[src/rtl/gpio_setclr_bank.sv]
`timescale 1ns/1ps
module gpio_setclr_bank #(
  parameter int ADDR_W = 12,
  parameter logic [ADDR_W-1:0] CFG_BASE = 'h200
) (
  input  logic                clk,
  input  logic                rst_n,
  input  logic [ADDR_W-1:0]   bus_addr,
  input  logic                bus_rd,
  input  logic                bus_wr,
  input  logic [31:0]         bus_wdata,
  output logic [31:0]         bus_rdata,
  input  logic [31:0]         pin_in,
  output logic [31:0]         out_q,
  output logic [31:0]         dir_q,
  output logic [32*32-1:0]    cfg_q,
  output logic                bad_addr
);
  localparam int NPINS = 32;
  localparam int DW    = 32;
  localparam int IDX_W = $clog2(NPINS);
  localparam logic [ADDR_W-1:0] A_OUT  = 'h004;
  localparam logic [ADDR_W-1:0] A_OSET = 'h008;
  localparam logic [ADDR_W-1:0] A_OCLR = 'h00C;
  localparam logic [ADDR_W-1:0] A_IN   = 'h010;
  localparam logic [ADDR_W-1:0] A_DIR  = 'h014;
  localparam logic [ADDR_W-1:0] A_DSET = 'h018;
  localparam logic [ADDR_W-1:0] A_DCLR = 'h01C;
  localparam logic [ADDR_W-1:0] CFG_SPAN = ADDR_W'(NPINS * 4);

  logic [NPINS-1:0] out_r, dir_r, in_r;
  logic [DW-1:1]    cfg_hi [NPINS];

  logic [ADDR_W-1:0] cfg_off;
  logic              cfg_hit, hit;
  logic [IDX_W-1:0]  cfg_idx;
  logic [DW-1:0]     rdata;

  assign cfg_off = bus_addr - CFG_BASE;
  assign cfg_hit = (bus_addr >= CFG_BASE) && (cfg_off < CFG_SPAN) && (bus_addr[1:0] == 2'b00);
  assign cfg_idx = cfg_off[IDX_W+1:2];

  always_comb begin
    rdata = '0;
    hit   = 1'b1;
    if (cfg_hit) begin
      rdata = {cfg_hi[cfg_idx], dir_r[cfg_idx]};
    end else begin
      case (bus_addr)
        A_OUT, A_OSET, A_OCLR: rdata = out_r;
        A_IN:                  rdata = in_r;
        A_DIR, A_DSET, A_DCLR: rdata = dir_r;
        default:               hit   = 1'b0;
      endcase
    end
  end

  assign bus_rdata = rdata;

  always_ff @(posedge clk or negedge rst_n) begin
    if (!rst_n) begin
      out_r    <= '0;
      dir_r    <= '0;
      in_r     <= '0;
      bad_addr <= 1'b0;
      for (int i = 0; i < NPINS; i++) cfg_hi[i] <= (DW-1)'(1);
    end else begin
      in_r     <= pin_in;
      bad_addr <= (bus_rd | bus_wr) & ~hit;
      if (bus_wr) begin
        if (cfg_hit) begin
          cfg_hi[cfg_idx] <= bus_wdata[DW-1:1];
          dir_r[cfg_idx]  <= bus_wdata[0];
        end else begin
          case (bus_addr)
            A_OUT:   out_r <= bus_wdata;
            A_OSET:  out_r <= out_r | bus_wdata;
            A_OCLR:  out_r <= out_r & ~bus_wdata;
            A_DIR:   dir_r <= bus_wdata;
            A_DSET:  dir_r <= dir_r | bus_wdata;
            A_DCLR:  dir_r <= dir_r & ~bus_wdata;
            default: ;
          endcase
        end
      end
    end
  end

  assign out_q = out_r;
  assign dir_q = dir_r;

  for (genvar g = 0; g < NPINS; g++) begin : g_cfg
    assign cfg_q[g*DW +: DW] = {cfg_hi[g], dir_r[g]};
  end
endmodule

[config.mk]
export PLATFORM = sky130hd
export DESIGN_NAME = gpio_setclr_bank
export DESIGN_NICKNAME = d
export VERILOG_FILES = /design/src/rtl/gpio_setclr_bank.sv
export SDC_FILE = /design/constraint.sdc
export NUM_CORES = 2
export LEC_CHECK = 0
export BUFFER_PORTS_ARGS = -buffer_cell sky130_fd_sc_hd__buf_2
export CAP_MARGIN = 20
export CELL_PAD_IN_SITES_DETAIL_PLACEMENT = 0
export CELL_PAD_IN_SITES_GLOBAL_PLACEMENT = 1
export CORE_AREA = 2 2 472 474
export DETAILED_ROUTE_END_ITERATION = 10
export DIE_AREA = 0 0 474 476
export PLACE_DENSITY_LB_ADDON = 0.1
export SLEW_MARGIN = 5
export SYNTH_ARGS = -nofsm -noshare
export SYNTH_HDL_FRONTEND = slang
export SYNTH_SLANG_ARGS = --single-unit
[constraint.sdc]
create_clock -name clk -period 6.8 [get_ports clk]
set_input_delay 1.36 -clock clk [delete_from_list [all_inputs] [get_ports clk]]
set_output_delay 1.36 -clock clk [all_outputs]
set_load 0.01 [all_outputs]
==> reports/qor.yml <==
worst_setup_path:
  crit_chain: "buf_8, buf_12, buf_4, mux4_2, mux2i_1, o21ai_0, a21oi_1, a211oi_1, buf_2"
  rrSetupSlack_ps: 5390
  cpMaxStageDelayCell: "a211oi_1"
  required_ps: 5440
  startpoint_type: "primary input"
  cpLargestDelayFamily: "buffers and inverters"
  path_class: "in2out"
  critPathCaptureType: "output pin"
  critPathMaxFanout: 55
  crit_buf_inv: 4
  slowest_delay_ps: 1050
  critPathArrivalTime_ps: 4820
clocking:
  htreeDepth: 4
  clockRootBuffer: "clkbuf_16"
  clockBufferDepth: 3
  insertion_delay_ps: 800
  cts_tree: "yes"
  path_clk_slew_ps: 60
  numCtsBuffers: 146
  ctsHoldBuffers: 0
  clkSinkCount: 1089
  post_cts_buffers: 0
  postCtsResizedCells: 0
placed_design:
  routabilityCongestion: 0.809
  dp_hpwl_um: 209000
  io_buffers: 1200
  post-place-ws_ps: 652
synthesis:
  synth.ff_latch_count: 1089
  synth.avg_cell_area_um2: 13.6
  syn-cell-area_mm2: 0.0507
  yosys.area_share.simple_pct: 5.74
  ys_types: 53
  synth_compound_area_share_pct: 4.60
  synth-adder-area-share_pct: 0.0247
  ys_warn_count: 0
  syn-num-nets: 3811
  synth-xor-area-share_pct: 0.0345
  synth_mux_area_share_pct: 32.1
  synthCells: 3730
  synth_top_family_by_area: "multiplexers"
  synth_seq_area_share_pct: 53.8
  synth_edf_count: 0
  async_reset_ff_share_pct: 100
  synth_flop_cell: "dfrtp_1"
detailed_routing:
  drc: 0
  via_per_inst: 4.85
  vias: 38300
  routed_wl_um: 296000
  antenna_left: 0
  drt-wirelength-per-cell_um: 37.5
  dr.pass1.iters: 5
  drtIter0Drc: 2510
global_route:
  grt_pass1_wl_um: 392000
  grt-ovfl-total: 0
  grt_max_degree: 155
  antenna_found_initial: 54
  grt_use_total_pct: 25.8
  grt_pass1_vias: 39400
job:
  maxCapViolations: 0
timing:
  fmax_mhz: 162
  slew_headroom_pct: 18.8
  layout_setup_ws_ps: 616
  period_needed_ps: 6180
  rsz0062_at_grt: "false"
  fin_tns_setup_ps: 0
  skew_ps: 0
  setup_viol: 0
  final_hold_viol_count: 0
  finalCritPeriodShare_pct: 90.9
  maxSlewViolCount: 0
  tightest_slew_ps: 1210
die:
  die_w_um: 474
  die_h_um: 476
  die_area_mm2: 0.226
  fp-row-count: 173
  io_pins: 1201
  start_util_pct: 22.9
  core_mm2: 0.221
final_layout:
  drive_above_1_share_pct: 56.0
  final_common_cell: "buf_2"
  syn2layout_area_growth_pct: 28.2
  nets: 4878
  layout_common_cells: "1195 x buf_2, 1057 x dfrtp_1, 840 x mux2_2"
  fillers: 22800
  utilization_pct: 29.4
pwr:
  power_leakage_nw: 34.4
  sw_frac_of_total_pct: 25.4
  pwr-share-clk_pct: 51.8
  p_per_area_mw_per_mm2: 236
  irDropWorstVdd_mv: 0.265
  p_seq_share_pct: 42.9
  p_int_mw: 11.5
  combinationalPowerShare_pct: 5.4
  p_sw_mw: 3.90
min_path:
  hp-class: "reg2reg"
outcome:
  status: "finished clean"
==> metal layers <==
| layer | GRT usage (%) | vias up | wire length (µm) |
|---|---|---|---|
| met4 | 7.94 | 20 | 9290 |
| li1 | - | 15700 | - |
| met1 | 31.7 | 20800 | 121000 |
| met5 | 0 | - | 117 |
| met2 | 43.7 | 1459 | 145000 |
| met3 | 7.10 | 313 | 21000 |
==> final timing paths <==
path	from	endpoint	depth (start not counted)
worst max-delay path	bus_addr[4]	bus_rdata[11]	9
worst min-delay path	cfg_q[707]$_DFFE_PN0P_	cfg_q[707]$_DFFE_PN0P_	2
worst max register to register	dir_q[1]$_DFFE_PN0P_	dir_q[1]$_DFFE_PN0P_	4
worst min register to register	cfg_q[707]$_DFFE_PN0P_	cfg_q[707]$_DFFE_PN0P_	2
max in group asynchronous	rst_n	cfg_q[974]$_DFFE_PN0P_	3
min in group asynchronous	rst_n	cfg_q[564]$_DFFE_PN0P_	1
==> state kept, by name, indices dropped and copies added, names as in the netlist <==
signal,count
cfg_q,992
bad_addr,1
dir_q,32
out_q,32
in_r,32
==> metrics by stage <==
stage	hold slack [ps]	cell area, µm²	power (mW)	std cells
2_1_floorplan	490	50700	7.04	3730
3_3_place_gp	474	60100	7.55	7620
3_5_place_dp	476	60100	7.56	7623
4_1_cts	490	65000	15.6	7888
5_1_grt	516	65000	15.9	7891
6_report	486	65000	15.4	7902
==> area by class of cell <==
class | instances | area (µm²) | share of cell area (%)
Antenna cell | 13 | 32.5 | 0.0500
Clock buffer | 227 | 4350 | 6.70
Clock inverter | 38 | 495 | 0.762
Inverter | 6 | 22.5 | 0.0346
Multi-Input combinational cell | 2230 | 21900 | 33.7
Sequential cell | 1089 | 27300 | 42.0
Tap cell | 2975 | 3720 | 5.73
Timing Repair Buffer | 1324 | 7180 | 11.0
==> power groups by stage <==
stage          sequential [mW]  clock, mW  combinational (mW)
5_1_grt                   6.59       8.44               0.890
6_report                  6.59       7.96               0.822
3_3_place_gp              6.70          0               0.852
3_5_place_dp              6.70          0               0.855
4_1_cts                   6.58       8.21               0.856
2_1_floorplan             6.69          0               0.345
==> tightest hold or removal path: stages, from the launching register on <==
cell and delay, ps:
dfrtp_1 350, nand2_1 50, nand2_1 50
==> cell usage after synthesis, types with 18 or more instances <==
cell type	count	area share, %
a211oi_1	42	0.62
a21oi_1	55	0.54
a22o_1	38	0.66
a22oi_1	45	0.67
buf_1	40	0.30
buf_2	118	1.2
buf_4	39	0.58
clkbuf_1	206	1.5
dfrtp_1	1057	52
dfstp_2	32	1.7
mux2_2	840	19
mux2i_1	40	0.79
mux4_2	280	12
nand2_1	519	3.8
nor2_1	57	0.42
nor3b_1	18	0.27
o21ai_0	156	1.5
==> cell families after synthesis <==
| family | Yosys count |
|---|---|
| AOI/OAI and AO/OA | 376 |
| xor gates and xnor gates | 2 |
| adders and majority gates | 1 |
| buffers and inverters | 411 |
| DFF | 1089 |
| muxes | 1172 |
| and+or+nand+nor | 679 |
Power figures use the tool's default switching activity.
